<file path="config.mk">
export PLATFORM = sky130hd
export DESIGN_NAME = alu20_core
export DESIGN_NICKNAME = d
export VERILOG_FILES = /design/src/rtl/alu20_pkg.sv /design/src/rtl/alu20_arith.sv /design/src/rtl/alu20_bitwise.sv /design/src/rtl/alu20_flags.sv /design/src/rtl/alu20_core.sv
export SDC_FILE = /design/constraint.sdc
export NUM_CORES = 1
export LEC_CHECK = 0
export ABC_AREA = 0
export BUFFER_PORTS_ARGS = -buffer_cell sky130_fd_sc_hd__buf_2
export CORE_UTILIZATION = 54
export DETAILED_ROUTE_END_ITERATION = 10
export PLACE_DENSITY = 0.79
export SLEW_MARGIN = 5
export SYNTH_ARGS = -nofsm -noshare
export SYNTH_HDL_FRONTEND = slang
export SYNTH_SLANG_ARGS = --single-unit
</file>
<file path="constraint.sdc">
create_clock -name vclk -period 3.8
set_clock_uncertainty 0.05 [all_clocks]
set_input_delay 0.19 -clock vclk [all_inputs]
set_output_delay 0.19 -clock vclk [all_outputs]
set_load 0.01 [all_outputs]
</file>
<file path="src/rtl/alu20_pkg.sv">
package alu20_pkg;
  typedef enum logic [4:0] {
    FN_ZERO   = 5'd0,
    FN_ONE    = 5'd1,
    FN_ALL1   = 5'd2,
    FN_X      = 5'd3,
    FN_Y      = 5'd4,
    FN_NOTX   = 5'd5,
    FN_NOTY   = 5'd6,
    FN_NEGX   = 5'd7,
    FN_NEGY   = 5'd8,
    FN_XINC   = 5'd9,
    FN_YINC   = 5'd10,
    FN_XDEC   = 5'd11,
    FN_YDEC   = 5'd12,
    FN_ADD    = 5'd13,
    FN_XSUBY  = 5'd14,
    FN_YSUBX  = 5'd15,
    FN_AND    = 5'd16,
    FN_OR     = 5'd17,
    FN_XOR    = 5'd18,
    FN_XNOR   = 5'd19
  } alu_fn_e;

  localparam int unsigned FN_COUNT = 20;
endpackage

</file>
<file path="src/rtl/alu20_arith.sv">
module alu20_arith
  import alu20_pkg::*;
#(
  parameter int unsigned W = 16
) (
  input  logic [W-1:0] x,
  input  logic [W-1:0] y,
  input  alu_fn_e      fn,
  output logic [W-1:0] sum,
  output logic         hit
);
  localparam logic [W-1:0] ZEROS = '0;
  localparam logic [W-1:0] ONES  = '1;

  logic [W-1:0] op_a;
  logic [W-1:0] op_b;
  logic         carry_in;

  // one adder serves every arithmetic code; operands are conditioned per code
  function automatic logic [W-1:0] wrap_add(input logic [W-1:0] a,
                                            input logic [W-1:0] b,
                                            input logic c);
    logic [W:0] full;
    full = {1'b0, a} + {1'b0, b} + {{W{1'b0}}, c};
    return full[W-1:0];
  endfunction

  always_comb begin
    op_a     = ZEROS;
    op_b     = ZEROS;
    carry_in = 1'b0;
    hit      = 1'b1;
    case (fn)
      FN_ZERO:  ;
      FN_ONE:   carry_in = 1'b1;
      FN_ALL1:  op_a = ONES;
      FN_X:     op_a = x;
      FN_Y:     op_b = y;
      FN_NEGX:  begin op_a = ~x; carry_in = 1'b1; end
      FN_NEGY:  begin op_b = ~y; carry_in = 1'b1; end
      FN_XINC:  begin op_a = x; carry_in = 1'b1; end
      FN_YINC:  begin op_b = y; carry_in = 1'b1; end
      FN_XDEC:  begin op_a = x; op_b = ONES; end
      FN_YDEC:  begin op_a = ONES; op_b = y; end
      FN_ADD:   begin op_a = x; op_b = y; end
      FN_XSUBY: begin op_a = x; op_b = ~y; carry_in = 1'b1; end
      FN_YSUBX: begin op_a = ~x; op_b = y; carry_in = 1'b1; end
      default:  hit = 1'b0;
    endcase
  end

  assign sum = wrap_add(op_a, op_b, carry_in);

  always_comb begin
    if (hit && fn == FN_XSUBY)
      assert_sub_inverse_R5: assert (wrap_add(sum, y, 1'b0) == x)
        else $error("x-y plus y does not give x");
    if (hit && fn == FN_NEGX)
      assert_negate_sum_R3: assert (wrap_add(sum, x, 1'b0) == ZEROS)
        else $error("-x plus x is not zero");
  end
endmodule

</file>
<file path="src/rtl/alu20_bitwise.sv">
module alu20_bitwise
  import alu20_pkg::*;
#(
  parameter int unsigned W = 16
) (
  input  logic [W-1:0] x,
  input  logic [W-1:0] y,
  input  alu_fn_e      fn,
  output logic [W-1:0] bits,
  output logic         hit
);
  always_comb begin
    hit  = 1'b1;
    bits = '0;
    case (fn)
      FN_NOTX: bits = ~x;
      FN_NOTY: bits = ~y;
      FN_AND:  bits = x & y;
      FN_OR:   bits = x | y;
      FN_XOR:  bits = x ^ y;
      FN_XNOR: bits = ~(x ^ y);
      default: hit = 1'b0;
    endcase
  end

  always_comb begin
    if (hit && fn == FN_XNOR)
      assert_xnor_complement_R7: assert (&(bits ^ x ^ y))
        else $error("xnor result not complementary to x^y");
  end
endmodule

</file>
<file path="src/rtl/alu20_flags.sv">
module alu20_flags #(
  parameter int unsigned W = 16
) (
  input  logic [W-1:0] value,
  output logic         is_zero,
  output logic         is_neg
);
  assign is_zero = ~|value;
  assign is_neg  = value[W-1];
endmodule

</file>
<file path="src/rtl/alu20_core.sv">
module alu20_core
  import alu20_pkg::*;
#(
  parameter int unsigned WIDTH = 16,
  parameter int unsigned SEL_W = 5
) (
  input  logic [SEL_W-1:0] fn_sel,
  input  logic [WIDTH-1:0] x_in,
  input  logic [WIDTH-1:0] y_in,
  output logic [WIDTH-1:0] result,
  output logic             zero_flag,
  output logic             neg_flag
);
  localparam int unsigned LAST_FN = FN_COUNT - 1;

  alu_fn_e          fn;
  logic [WIDTH-1:0] arith_val;
  logic [WIDTH-1:0] bit_val;
  logic             arith_hit;
  logic             bit_hit;

  assign fn = alu_fn_e'(fn_sel);

  alu20_arith #(.W(WIDTH)) u_arith (
    .x(x_in), .y(y_in), .fn(fn), .sum(arith_val), .hit(arith_hit)
  );

  alu20_bitwise #(.W(WIDTH)) u_bits (
    .x(x_in), .y(y_in), .fn(fn), .bits(bit_val), .hit(bit_hit)
  );

  always_comb begin
    if (arith_hit)    result = arith_val;
    else if (bit_hit) result = bit_val;
    else              result = '0;
  end

  alu20_flags #(.W(WIDTH)) u_flags (
    .value(result), .is_zero(zero_flag), .is_neg(neg_flag)
  );

  always_comb begin
    assert_one_unit_R11: assert (!(arith_hit && bit_hit))
      else $error("two units claim the same code");
    if (32'(fn_sel) > LAST_FN)
      assert_unused_zero_R8: assert (result == '0 && zero_flag)
        else $error("unused code gave non-zero result");
    if (fn_sel == FN_ALL1)
      assert_all_ones_R1: assert (neg_flag && !zero_flag)
        else $error("all-ones constant flags wrong");
    assert_flags_exclusive_R10: assert (!(zero_flag && neg_flag))
      else $error("zero and negative both set");
  end
endmodule

</file>
# After elaboration in Yosys (flattened, before gate mapping)
# Index checks and enable logic that the tools add are counted.
# W data, S select, Z words.
[totals] reg_bits=0 in_bits=37 out_inout_bits=18
[op_classes] eq_ne=19 bitwise=6 addsub=2 mux=8 reduce_logical=11
[op_table] cell="$pmux W16 S3" n=2
[op_table] cell="$pmux W16 S6" n=1
[op_table] cell="$not A16 Y16" n=3
[op_table] cell="$eq A5 B4 Y1 const B" n=8
[op_table] cell="$mux W16" n=2
[op_table] cell="$eq A5 B3 Y1 const B" n=4
[op_table] cell="$eq A5 B5 Y1 const B" n=4
[op_table] cell="$add A16 B1 Y16" n=1
[op_table] cell="$add A16 B16 Y16" n=1
[op_table] cell="$and A16 B16 Y16" n=1
[op_table] cell="$or A16 B16 Y16" n=1
[op_table] cell="$reduce_or A16 Y1" n=1
[op_table] cell="$xor A16 B16 Y16" n=1
[op_table] cell="$reduce_or A14 Y1" n=1
[op_table] cell="$eq A5 B2 Y1 const B" n=2
[op_table] cell="$reduce_or A5 Y1" n=2
[op_table] cell="$reduce_or A7 Y1" n=1
[op_table] cell="$reduce_or A2 Y1" n=3
[op_table] cell="$reduce_or A6 Y1" n=1
[op_table] cell="$eq A5 B1 Y1 const B" n=1
[op_table] cell="$logic_not A5 Y1" n=1
[op_table] cell="$mux W1" n=3
[op_table] cell="$logic_not A1 Y1" n=1

# Longest topological paths before layout
[depth] word_depth=8 mapped_depth=19

# Hierarchy
# A second synthesis with hierarchy kept.
[unflattened] cells_unflattened=436 hier_area_um2=3067.9
[modules_own_cells] module="alu20_arith" cells_per_inst=230 n_inst=1 area_each_um2=1467.7
[modules_own_cells] module="alu20_bitwise" cells_per_inst=176 n_inst=1 area_each_um2=1357.6
[modules_own_cells] module="alu20_core" cells_per_inst=24 n_inst=1 area_each_um2=201.4
[modules_own_cells] module="alu20_flags" cells_per_inst=6 n_inst=1 area_each_um2=41.3

# Least setup slack after synthesis
# Ideal clock, no wire load.
[synth_path] path_type="input to output" startpoint="input fn_sel[0]" endpoint="output zero_flag" path_buffers=4 slack_ns=-0.052 arrival_time_ns=3.612 stages=17 required_ns=3.560 path_cell_list="buf_4 buf_6 buf_2 buf_2 nor3_1 a211o_1 fa_1 inv_1 fa_1 nand2b_1 a21oi_1 o21a_1 a21oi_1 o21a_1 o311ai_0 nand4b_1 nor4_2"
[synth_via] elab_chain_cells=8 elab_cells_between_ends=40
[synth_rtl] element="start: declaration" line_no="alu20_core.sv:7" rtl="input logic [SEL_W-1:0] fn_sel,"
[synth_rtl] element="$eq A5 B2 Y1, or another cell as far along" line_no="alu20_arith.sv:33" rtl="case (fn)"
[synth_rtl] element="$reduce_or A5 Y1 (no line) or $reduce_or A2 Y1 (tied branches)"
[synth_rtl] element="$pmux W16 S3" line_no="alu20_arith.sv:33"
[synth_rtl] element="$add A16 B16 Y16" line_no="alu20_arith.sv:24" rtl="full = {1'b0, a} + {1'b0, b} + {{W{1'b0}}, c};"
[synth_rtl] element="$add A16 B1 Y16" line_no="alu20_arith.sv:24"
[synth_rtl] element="$mux W16 (*)" line_no="alu20_core.sv:33" rtl="if (arith_hit) result = arith_val;"
[synth_rtl] element="net result[10]" line_no="alu20_core.sv:10" rtl="output logic [WIDTH-1:0] result,"
[synth_rtl] element="$reduce_or A16 Y1 (*)" line_no="alu20_flags.sv:8" rtl="assign is_zero = ~|value;"
[synth_rtl] element="$logic_not A1 Y1 (*)" line_no="alu20_flags.sv:8"
[synth_rtl] element="end: declaration" line_no="alu20_core.sv:11" rtl="output logic zero_flag,"
# Mark *: on every way through the listed nets, which the timed path passes. The rest lies on a longest branch.

# Worst setup path after layout
[layout_path] startpoint="input fn_sel[1]" endpoint="output zero_flag"
[layout_via] elab_chain_cells=8 elab_cells_between_ends=40
[layout_rtl] element="$eq A5 B2 Y1, or another cell as far along" line_no="alu20_arith.sv:33"
[layout_rtl] element="$reduce_or A5 Y1 (no line) or $reduce_or A2 Y1 (tied branches)"
[layout_rtl] element="$pmux W16 S3" line_no="alu20_arith.sv:33"
[layout_rtl] element="$add A16 B16 Y16" line_no="alu20_arith.sv:24"
[layout_rtl] element="$add A16 B1 Y16" line_no="alu20_arith.sv:24"
[layout_rtl] element="$mux W16 (*)" line_no="alu20_core.sv:33"
[layout_rtl] element="$reduce_or A16 Y1 (*)" line_no="alu20_flags.sv:8"
[layout_rtl] element="$logic_not A1 Y1 (*)" line_no="alu20_flags.sv:8"
# Every way passes the cells marked *; elsewhere a longest branch is shown, timed or not.

==> results.md <==
- Largest net degree at the start of global routing: 28
- Max-cap viol count: 0
- Die width: 75.3 microns
- Seq_cells: 0
- Post-synthesis sequential area ratio: 0%
- Fillers: 442
- Critical Path RT: 3.56 ns
- Die ar.: 5670 sq um
- Critical path's largest stage delay: 0.47 ns
- Slew Viols, Final: 0
- Top Ports: 55
- Initial Util: 56.4%
- Initial DRC count: 456
- # port buffers: 55
- Crit-path slowest cell: or4b_4
- Final critical-path setup slack: -0.177 ns
- Total Routed Length: 10300 microns
- Most frequent cell after synthesis: nor2_1
- Vias in the first global route: 3190
- CP endpoint kind: output port
- Gpl congestion: 1.02
- Worst setup SP type: input port
- Synth area leader: ha_1
- Leak: 1.88 nW
- Synth unique cells: 64
- Wire per inst: 17.8 microns
- DP Cell Count: 579
- Hold buffers post-CTS: 0
- DR DRC count: 0
- Cells after Synth: 433
- Synth top area cells: ha_1 20%, nor2_1 6.9%, a21oi_1 6.0%
- Crit path kind: input port to output port
- Leading cell types by count after synthesis: 53 x nor2_1, 46 x ha_1, 41 x inv_1
- Worst VDD drop: 0.0804 mV
- Final cell count without fillers: 582
- Initial antenna violation count: 0
- CP Cell Sequence: buf_6, buf_4, nor2b_1, o21ai_0, a21oi_1, a211o_1, fa_2, inv_2, fa_2, nand2b_4, a21oi_4, or3_4, or4b_4, nor4_4, nand4b_1, nor4_2, buf_2
- Final Hold Viols: 0
- Net count, final: 599
- Worst-margin pin slew: 0.827 ns
- Vias per cell: 6.49
- Synth warn: 0
- Syn nets: 518
- Routed Antenna Nets: 0
- Row Count: 26
- HPWL after DPL: 7670 microns
- Worst-path fanout max: 9
- Pre-CTS setup slack: -0.0966 ns
- Vias: 3780
- Fmax: 0.251 GHz
- Hold_ws: 0.896 ns
- Cell area power density: 129 nW/um^2
- Area occupied by registers: 0 sq um
- HP Class: input port to output port
- Status: complete, but fails checks
- Failing checks: negative setup slack
- # diodes: 0
- Unrepaired setup endpoints after global routing: yes
- All-Layer GR Usage: 35.4%
- Fin crit period: 3.98 ns
- Rel. slew slack: 44.7%
- First-pass DRT Iterations: 5
- First-pass GRT wire length: 15400 microns
- GRT Residual Overflow: 0
- Area growth from synthesis to layout: 25.6%
- Setup-failing EPs final: 1
- Top cell type's share of synthesized area: 19.9%
- Mapped Area: 2900 sq um
- Mean area per synthesized cell: 6.70 sq um
- Layout cells sized above 1: 27.3%
- Critical Path Most Common Cell: fa_2
- Die height: 75.3 microns
- Core ar.: 5140 sq um
- Fin util: 70.9%
- Data arrival, critical path: 3.74 ns
- Clkbuf count: 0
- Final worst-path cycle share: 105%
-- power breakdown --
group / internal (mW) / switching [mW] / total [mW]
clock: 0 / 0 / 0
combinational: 0.207 / 0.261 / 0.468
sequential: 0 / 0 / 0
-- path summary, 6_finish.rpt --
kind                   from   endpoint  slack [ns]  cells after the start
setup / recovery  fn_sel[1]  zero_flag       -0.18                     17
hold / removal      x_in[7]  result[7]        0.90                      5
-- layout by cell type, fill, tap and decap left out, drive strengths merged, types with 3 or more instances in the layout --
| cell type | Yosys | final |
|---|---|---|
| buf | 16 | 109 |
| nor2 | 54 | 54 |
| ha | 46 | 46 |
| inv | 42 | 42 |
| a21oi | 36 | 36 |
| o21ai | 33 | 33 |
| a22oi | 18 | 18 |
| nand2 | 17 | 17 |
| a211o | 16 | 16 |
| o22ai | 15 | 15 |
| nor2b | 9 | 9 |
| o221ai | 8 | 8 |
| xor2 | 7 | 7 |
| nor3 | 7 | 7 |
| o211ai | 6 | 6 |
| nand2b | 6 | 6 |
| a211oi | 6 | 6 |
| xnor2 | 5 | 5 |
| a221o | 5 | 5 |
| or3 | 5 | 5 |
| a21o | 4 | 4 |
| nand3 | 4 | 4 |
| mux2i | 4 | 4 |
| nor4 | 4 | 4 |
| and2 | 3 | 3 |
| nand4b | 3 | 3 |
| a2111oi | 3 | 3 |
| a31oi | 3 | 3 |
-- kinds of logic (layout without fill, tap and decap cells) --
kind of cell               count (synthesis)  after routing  share of synthesized area, %
AOI/OAI and AO/OA                        170            170                          40.1
xor gates and xnor gates                  12             12                          3.63
adders and majority gates                 48             48                          21.2
buffers and inverters                     72            151                          11.0
muxes                                      5              5                          1.77
and+or+nand+nor                          126            126                          22.2
-- metrics by stage --
step           total power [mW]  TNS [ns]  cell area (sq um)
5_1_grt                   0.510    -0.723               3640
2_1_floorplan             0.264         0               2900
3_5_place_dp              0.427   -0.0966               3490
4_1_cts                   0.435         0               3520
3_3_place_gp              0.418   -0.0919               3490
6_report                  0.468    -0.177               3640
-- metal layers --
layer  vias to the layer above  wire, microns  GRT usage, %
li1                       1778              -             -
met1                      1748           4320          49.6
met2                       222           4750          60.0
met3                        32            989          2.01
met4                         0            278          7.41
met5                         -              0             0
-- final cells by class --
type               count  area (sq um)  share of cell area, %
inverters             42           158                   4.33
multi-input cells    361          2700                   74.0
well taps             70          87.6                   2.40
repair buffers       109           702                   19.3
-- what timing repair did --
item / in CTS / in global routing
hold endpoints to repair: 0 / 0
setup buffers: 1 / 2
setup endpoints to repair: 1 / 6
pin swaps: 3 / 14
cloned: 0 / 0
resized for setup: 8 / 27
-- critical path: cells and delay by family --
kind	cells	cell delay [ns]
fa+ha+maj	2	0.58
compound gates	4	0.82
simple gates	7	1.67
buf+inv	4	0.47
Note: power is estimated with default switching activity, not from simulation.
